==> config.mk <==
export PLATFORM = sky130hd
export DESIGN_NAME = fuse_alu
export DESIGN_NICKNAME = d
export VERILOG_FILES = /design/src/rtl/fuse_alu_pkg.sv /design/src/rtl/fuse_shift_add.sv /design/src/rtl/fuse_narrow.sv /design/src/rtl/fuse_logic.sv /design/src/rtl/fuse_alu.sv
export SDC_FILE = /design/constraint.sdc
export NUM_CORES = 2
export LEC_CHECK = 0
export BUFFER_PORTS_ARGS = -buffer_cell sky130_fd_sc_hd__buf_2
export CORE_ASPECT_RATIO = 0.8
export CORE_MARGIN = 2
export CORE_UTILIZATION = 43
export CTS_BUF_LIST = sky130_fd_sc_hd__clkbuf_4 sky130_fd_sc_hd__clkbuf_8 sky130_fd_sc_hd__clkbuf_16
export DETAILED_ROUTE_END_ITERATION = 6
export PLACE_DENSITY = 0.7
export SYNTH_ARGS = -nofsm -noshare
export SYNTH_HDL_FRONTEND = slang
export SYNTH_SLANG_ARGS = --single-unit
==> constraint.sdc <==
create_clock -name clk -period 3.33 [get_ports clk]
set_input_delay 0.1665 -clock clk [delete_from_list [all_inputs] [get_ports clk]]
set_output_delay 0.1665 -clock clk [all_outputs]
set_load 0.02 [all_outputs]
==> src/rtl/fuse_alu_pkg.sv <==
`timescale 1ns/1ps
package fuse_alu_pkg;

    localparam int XLEN  = 64;
    localparam int WORD  = 32;
    localparam int HALF  = 16;
    localparam int BYTE  = 8;
    localparam int OPW   = 5;

    localparam int NSHL       = 4;   // shift-left-add variants
    localparam int NSHR       = 4;   // shift-right-add variants
    localparam int NZW        = 3;   // zero-extended word shift variants
    localparam int SHR_BASE_K = 29;  // smallest right-shift amount
    localparam int NLOGIC     = 3;   // and, or, xor

    typedef enum logic [OPW-1:0] {
        OP_SHL1_ADD  = 5'd0,
        OP_SHL2_ADD  = 5'd1,
        OP_SHL3_ADD  = 5'd2,
        OP_SHL4_ADD  = 5'd3,
        OP_SHR29_ADD = 5'd4,
        OP_SHR30_ADD = 5'd5,
        OP_SHR31_ADD = 5'd6,
        OP_SHR32_ADD = 5'd7,
        OP_ZW_SHL1   = 5'd8,
        OP_ZW_SHL2   = 5'd9,
        OP_ZW_SHL3   = 5'd10,
        OP_BYTE1     = 5'd11,
        OP_ODD_ADD   = 5'd12,
        OP_ODD_ADDW  = 5'd13,
        OP_MASK_OR   = 5'd14,
        OP_WADD_BYTE = 5'd15,
        OP_WADD_BIT  = 5'd16,
        OP_WADD_ZH   = 5'd17,
        OP_WADD_SH   = 5'd18,
        OP_AND_LSB   = 5'd19,
        OP_OR_LSB    = 5'd20,
        OP_XOR_LSB   = 5'd21,
        OP_AND_ZH    = 5'd22,
        OP_OR_ZH     = 5'd23,
        OP_XOR_ZH    = 5'd24
    } fop_e;

    typedef struct packed {
        logic            hit;
        logic [XLEN-1:0] data;
    } unit_res_t;

    function automatic logic [OPW-1:0] op_off(input fop_e op, input fop_e base);
        logic [OPW-1:0] o;
        logic [OPW-1:0] b;
        o = op;
        b = base;
        return o - b;
    endfunction

    function automatic logic [XLEN-1:0] zext_w(input logic [WORD-1:0] v);
        return {{(XLEN-WORD){1'b0}}, v};
    endfunction

    function automatic logic [XLEN-1:0] sext_w(input logic [WORD-1:0] v);
        return {{(XLEN-WORD){v[WORD-1]}}, v};
    endfunction

    function automatic logic [XLEN-1:0] zext_h(input logic [HALF-1:0] v);
        return {{(XLEN-HALF){1'b0}}, v};
    endfunction

    function automatic logic [XLEN-1:0] sext_h(input logic [HALF-1:0] v);
        return {{(XLEN-HALF){v[HALF-1]}}, v};
    endfunction

endpackage

==> src/rtl/fuse_shift_add.sv <==
`timescale 1ns/1ps
module fuse_shift_add
    import fuse_alu_pkg::*;
(
    input  fop_e            op,
    input  logic [XLEN-1:0] a,
    input  logic [XLEN-1:0] b,
    output unit_res_t       res
);

    logic [XLEN-1:0] shl_v [NSHL];
    logic [XLEN-1:0] shr_v [NSHR];
    logic [XLEN-1:0] zw_v  [NZW];

    for (genvar i = 0; i < NSHL; i++) begin : g_shl
        assign shl_v[i] = (a << (i + 1)) + b;
    end

    for (genvar i = 0; i < NSHR; i++) begin : g_shr
        assign shr_v[i] = (a >> (SHR_BASE_K + i)) + b;
    end

    for (genvar i = 0; i < NZW; i++) begin : g_zw
        assign zw_v[i] = zext_w(a[WORD-1:0]) << (i + 1);
    end

    logic [OPW-1:0] off;

    always_comb begin
        res = '0;
        off = '0;
        if (op >= OP_SHL1_ADD && op <= OP_SHL4_ADD) begin
            off      = op_off(op, OP_SHL1_ADD);
            res.hit  = 1'b1;
            res.data = shl_v[off[1:0]];
        end else if (op >= OP_SHR29_ADD && op <= OP_SHR32_ADD) begin
            off      = op_off(op, OP_SHR29_ADD);
            res.hit  = 1'b1;
            res.data = shr_v[off[1:0]];
        end else if (op >= OP_ZW_SHL1 && op <= OP_ZW_SHL3) begin
            off      = op_off(op, OP_ZW_SHL1);
            res.hit  = 1'b1;
            res.data = zw_v[off[1:0]];
        end
    end

endmodule

==> src/rtl/fuse_narrow.sv <==
`timescale 1ns/1ps
module fuse_narrow
    import fuse_alu_pkg::*;
(
    input  fop_e            op,
    input  logic [XLEN-1:0] a,
    input  logic [XLEN-1:0] b,
    output unit_res_t       res
);

    logic [WORD-1:0] wsum;
    logic [XLEN-1:0] odd_sum;

    assign wsum    = a[WORD-1:0] + b[WORD-1:0];
    assign odd_sum = {{(XLEN-1){1'b0}}, a[0]} + b;

    always_comb begin
        res = '0;
        unique case (op)
            OP_BYTE1: begin
                res.hit  = 1'b1;
                res.data = {{(XLEN-BYTE){1'b0}}, a[2*BYTE-1:BYTE]};
            end
            OP_ODD_ADD: begin
                res.hit  = 1'b1;
                res.data = odd_sum;
            end
            OP_ODD_ADDW: begin
                res.hit  = 1'b1;
                res.data = sext_w(odd_sum[WORD-1:0]);
            end
            OP_MASK_OR: begin
                res.hit  = 1'b1;
                res.data = {a[XLEN-1:BYTE], {BYTE{1'b0}}} | b;
            end
            OP_WADD_BYTE: begin
                res.hit  = 1'b1;
                res.data = {{(XLEN-BYTE){1'b0}}, wsum[BYTE-1:0]};
            end
            OP_WADD_BIT: begin
                res.hit  = 1'b1;
                res.data = {{(XLEN-1){1'b0}}, wsum[0]};
            end
            OP_WADD_ZH: begin
                res.hit  = 1'b1;
                res.data = zext_h(wsum[HALF-1:0]);
            end
            OP_WADD_SH: begin
                res.hit  = 1'b1;
                res.data = sext_h(wsum[HALF-1:0]);
            end
            default: res = '0;
        endcase
    end

endmodule

==> src/rtl/fuse_logic.sv <==
`timescale 1ns/1ps
module fuse_logic
    import fuse_alu_pkg::*;
(
    input  fop_e            op,
    input  logic [XLEN-1:0] a,
    input  logic [XLEN-1:0] b,
    output unit_res_t       res
);

    logic [XLEN-1:0] lv [NLOGIC];

    assign lv[0] = a & b;
    assign lv[1] = a | b;
    assign lv[2] = a ^ b;

    logic [OPW-1:0] off;

    always_comb begin
        res = '0;
        off = '0;
        if (op >= OP_AND_LSB && op <= OP_XOR_LSB) begin
            off      = op_off(op, OP_AND_LSB);
            res.hit  = 1'b1;
            res.data = {{(XLEN-1){1'b0}}, lv[off[1:0]][0]};
        end else if (op >= OP_AND_ZH && op <= OP_XOR_ZH) begin
            off      = op_off(op, OP_AND_ZH);
            res.hit  = 1'b1;
            res.data = zext_h(lv[off[1:0]][HALF-1:0]);
        end
    end

endmodule

==> src/rtl/fuse_alu.sv <==
`timescale 1ns/1ps
module fuse_alu
    import fuse_alu_pkg::*;
#(
    parameter bit USE_REG = 1'b1
) (
    input  logic            clk,
    input  logic            rst,
    input  logic            in_valid,
    input  logic [OPW-1:0]  op_sel,
    input  logic [XLEN-1:0] src1,
    input  logic [XLEN-1:0] src2,
    output logic [XLEN-1:0] result,
    output logic            illegal,
    output logic            out_valid
);

    localparam int NUNIT = 3;

    fop_e      op;
    unit_res_t sa_res;
    unit_res_t nw_res;
    unit_res_t lg_res;

    assign op = fop_e'(op_sel);

    fuse_shift_add u_shift_add (.op(op), .a(src1), .b(src2), .res(sa_res));
    fuse_narrow    u_narrow    (.op(op), .a(src1), .b(src2), .res(nw_res));
    fuse_logic     u_logic     (.op(op), .a(src1), .b(src2), .res(lg_res));

    logic [NUNIT-1:0] hits;
    logic [XLEN-1:0]  comb_data;
    logic             comb_ill;

    assign hits      = {lg_res.hit, nw_res.hit, sa_res.hit};
    assign comb_data = sa_res.data | nw_res.data | lg_res.data;
    assign comb_ill  = ~|hits;


    illegal_zero_chk: assert property (@(posedge clk) disable iff (rst)
        comb_ill |-> (comb_data == '0));


    unit_excl_chk: assert property (@(posedge clk) disable iff (rst)
        $onehot0(hits));


    lsb_width_chk: assert property (@(posedge clk) disable iff (rst)
        (op >= OP_AND_LSB && op <= OP_XOR_LSB) |-> (comb_data[XLEN-1:1] == '0));


    wadd_bit_chk: assert property (@(posedge clk) disable iff (rst)
        (op == OP_WADD_BIT) |-> (comb_data[XLEN-1:1] == '0));

    if (USE_REG) begin : g_reg
        logic [XLEN-1:0] res_q;
        logic            ill_q;
        logic            vld_q;

        always_ff @(posedge clk) begin
            if (rst) begin
                res_q <= '0;
                ill_q <= 1'b0;
                vld_q <= 1'b0;
            end else begin
                vld_q <= in_valid;
                if (in_valid) begin
                    res_q <= comb_data;
                    ill_q <= comb_ill;
                end
            end
        end

        assign result    = res_q;
        assign illegal   = ill_q;
        assign out_valid = vld_q;


        capture_chk: assert property (@(posedge clk) disable iff (rst)
            in_valid |=> (out_valid && result == $past(comb_data)));


        idle_valid_chk: assert property (@(posedge clk) disable iff (rst)
            !in_valid |=> !out_valid);


        idle_hold_chk: assert property (@(posedge clk) disable iff (rst)
            !in_valid |=> ($stable(result) && $stable(illegal)));
    end else begin : g_comb
        assign result    = comb_data;
        assign illegal   = comb_ill;
        assign out_valid = in_valid;
    end

endmodule

==> results.md <==
- Flop-to-flop setup slack: 1.78 ns
- I/O pin count: 202
- Mean routed wirelength per cell: 25.0 microns
- Clock tree sinks: 66
- Worst-skew pair later-pin latency: 0.37 ns
- CTS tree: built
- Most common cell after layout, fill and taps aside: buf_4
- Most used routing layer: met1
- Sum of buffers and inverters on the critical path: 3
- Final Max Slew Viols: 0
- Slew HR: 0.384
- Global-route wire length before repair: 252000 microns
- Cts bufs inserted: 9
- Total GRT Usage: 0.433
- WL final: 175000 microns
- Reg2reg end: result[49]
- GP Congestion: 1.13
- Predominant post-synthesis flop cell: dfxtp_1
- Port bufs: 201
- Delay of the slowest critical-path stage: 0.43 ns
- Worst R2R Start: result[49]
- Layout cell share with drive strength beyond 1: 0.319
- FFs w/ async S/R, synth: 0
- Drt first-iter violations: 6789
- Register area share after synthesis: 0.0415
- Number of max-cap violations: 0
- Syn Nets: 5267
- Worst setup margin: -0.132 ns
- LEAKAGE: 20.9 nW
- Antenna-violating nets left: 0
- Vias: 45.6k
- Die footprint: 76300 sq um
- PwrDens: 250 nW/um^2
- Maximum vdd drop: 0.284 mV
- Hold Fails Final Rpt: 0
- WS Path Type: in2reg
- Post-layout util: 0.623
- DR pass1 iterations: 7
- Cell count along the critical path: 16
- Total grt overflow: 0
- DP Area: 43500 sq um
- Met2 track demand over resource: 0.577
- Initial antenna violation count: 14
- CP endpoint: result[56]
- YS warnings: 0
- Largest net degree at the start of global routing: 108
- Startpoint Class: primary input
- Arrival time at the worst endpoint: 3.73 ns
- Hold Crit Class: in2reg
- Vias in the first global route: 41.4k
- Die Wd: 308 microns
- Vias per cell: 6.51
- Met1 GRT Util: 0.602
- Largest delay share family, worst path: compound AO/OA/AOI/OAI gates
- Synth Instances: 4709
- Violated checks: DRC, setup timing
- Clock skew: 0 ns
- Crit. End Element: flip-flop
- Crit-path max FO: 11
- WHS Path Cells: 3
- Commonest non-fill, non-tap cells in the layout: 1344 x buf_4, 544 x a21oi_1, 439 x nand2_1
- Post-DP HPWL: 143000 microns
- GR Layer Usage met3: 0.178
- Post-synthesis cell type count: 107
- CP required: 3.60 ns
- Status: complete, but fails checks
- Nets@finish: 6596
- Final worst-path cycle share: 1.04
- Crit path from: src2[22]
- Critical-path cell list: buf_2 -> ha_1 -> a21oi_1 -> o211ai_1 -> a41oi_1 -> a41oi_4 -> a211oi_2 -> buf_4 -> o41ai_4 -> a31oi_4 -> buf_6 -> o21ai_4 -> xnor2_2 -> a2111oi_2 -> o221ai_1 -> o32ai_1
- Clock-pin slew on the worst setup and hold paths: 0.07 ns
- H-tree levels: 3
- Mapped cell area: 31900 sq um
- Slowest-stage cell, CP: o41ai_4
- Post-Syn Area per Cell: 6.77 sq um
- Area of the core: 73500 sq um
- DRC: 8
- Root buffer cell: clkbuf_16
- Initial Util: 0.434
- R2R cell count: 6
- Final instance area: 45800 sq um
- RSZ-0062 raised after global routing: true
- FF+latch count, synth: 66
- Clock Tree Buf Depth: 2
- Final setup viols: 8
- Die Y-Extent: 247 microns
- Worst Max-Slew Pin Slew: 0.912 ns
- F_max: 0.289 GHz
- Min Clock Period, post-route: 3.46 ns
- Number of synthesized flops with an enable pin: 0
- Layout area overhead: 43.7%
- Site row count: 89
[synth_stat cells (26+ instances only)]
cell type / instances / area, sq um
a21oi_1: 576 / 2880
nand2_1: 446 / 1670
ha_1: 413 / 5170
nor2_1: 399 / 1500
o21ai_0: 335 / 1680
xnor2_1: 245 / 2150
clkbuf_1: 217 / 815
a21o_1: 177 / 1330
nand3_1: 144 / 721
xor2_1: 134 / 1170
inv_1: 128 / 480
nor3_1: 111 / 556
nand4_1: 106 / 663
o21bai_1: 79 / 593
a211oi_1: 77 / 578
dfxtp_1: 66 / 1320
o211ai_1: 65 / 488
a31oi_1: 58 / 363
and3_1: 56 / 350
nor2b_1: 51 / 319
o21ai_1: 51 / 255
nand2b_1: 48 / 300
a221oi_1: 47 / 412
o21a_1: 42 / 315
o22ai_1: 41 / 257
mux2i_1: 37 / 370
and2_1: 35 / 219
o221ai_1: 30 / 263
a311oi_1: 29 / 254
mux4_2: 29 / 653
nor4_1: 28 / 175
or3_1: 26 / 163
[worst min-delay path by stage]
stage	from	to	slack, ns
final	in_valid	out_valid	0.22
after global routing	in_valid	out_valid	0.27
after CTS	in_valid	out_valid	0.18
after detailed placement	result[10]	result[10]	0.47
after global placement	result[6]	result[6]	0.46
after floorplan	src2[52]	result[52]	0.35
[registers in the layout, summed over array words and instances (netlist names)]
signal     count
out_valid      1
illegal        1
result        64
[where the power goes]
part	internal (mW)	switching, mW	total, mW
combinational	4.20	5.26	9.46
clock	0.518	0.526	1.04
sequential	0.851	0.0824	0.934
total	5.57	5.87	11.4
[worst min-delay path, cell delays in order]
cell	delay, ns
buf_4	0.10
inv_1	0.15
nor2_1	0.13
[through the flow]
step	instances	setup WS, ns	setup TNS (ns)	hold slack [ns]	power, mW
2_1_floorplan	4709	-0.0140	-0.0140	0.347	5.46
3_3_place_gp	6960	-0.942	-21.86	0.459	9.43
3_5_place_dp	6960	-1.06	-23.68	0.466	9.52
4_1_cts	6980	-0.0474	-0.0891	0.184	10.7
5_1_grt	7000	-0.239	-1.75	0.267	12.0
6_report	7000	-0.132	-0.356	0.216	11.4
[per-layer routing]
metal | part of all wire | routed length [microns]
met3 | 0.18 | 31000
met5 | 0.00038 | 66
met4 | 0.053 | 9270
met2 | 0.37 | 64100
met1 | 0.40 | 70600
[repair_timing]
item	CTS	global route
endpoints found under the hold margin	0	0
hold buffers	0	0
setup endpoints to repair	34	49
gates resized for setup	70	302
buffers inserted	6	19
pin swaps	33	92
[area by class of cell]
class | instances | area (sq um)
Multi-Input combinational cell | 4250 | 30600
Fill cell | 6804 | 27700
Timing Repair Buffer | 1582 | 11900
Sequential cell | 66 | 1320
Tap cell | 955 | 1190
Inverter | 129 | 484
Clock buffer | 10 | 233
Clock inverter | 5 | 40.0
Antenna cell | 3 | 7.51
[logic make-up (layout without fill, tap and decap cells)]
group	count (synthesis)	in the layout	share of synthesized area
flip-flops	66	66	0.0415
adder cells (fa/ha/maj)	422	422	0.168
multiplexers	69	69	0.0332
buffers and inverters	393	1726	0.0491
AND/OR/NAND/NOR	1517	1517	0.225
AO/OA/AOI/OAI	1863	1863	0.379
XOR/XNOR	379	379	0.104
other	0	3	0
No activity file was read; power rests on OpenSTA's default activity.
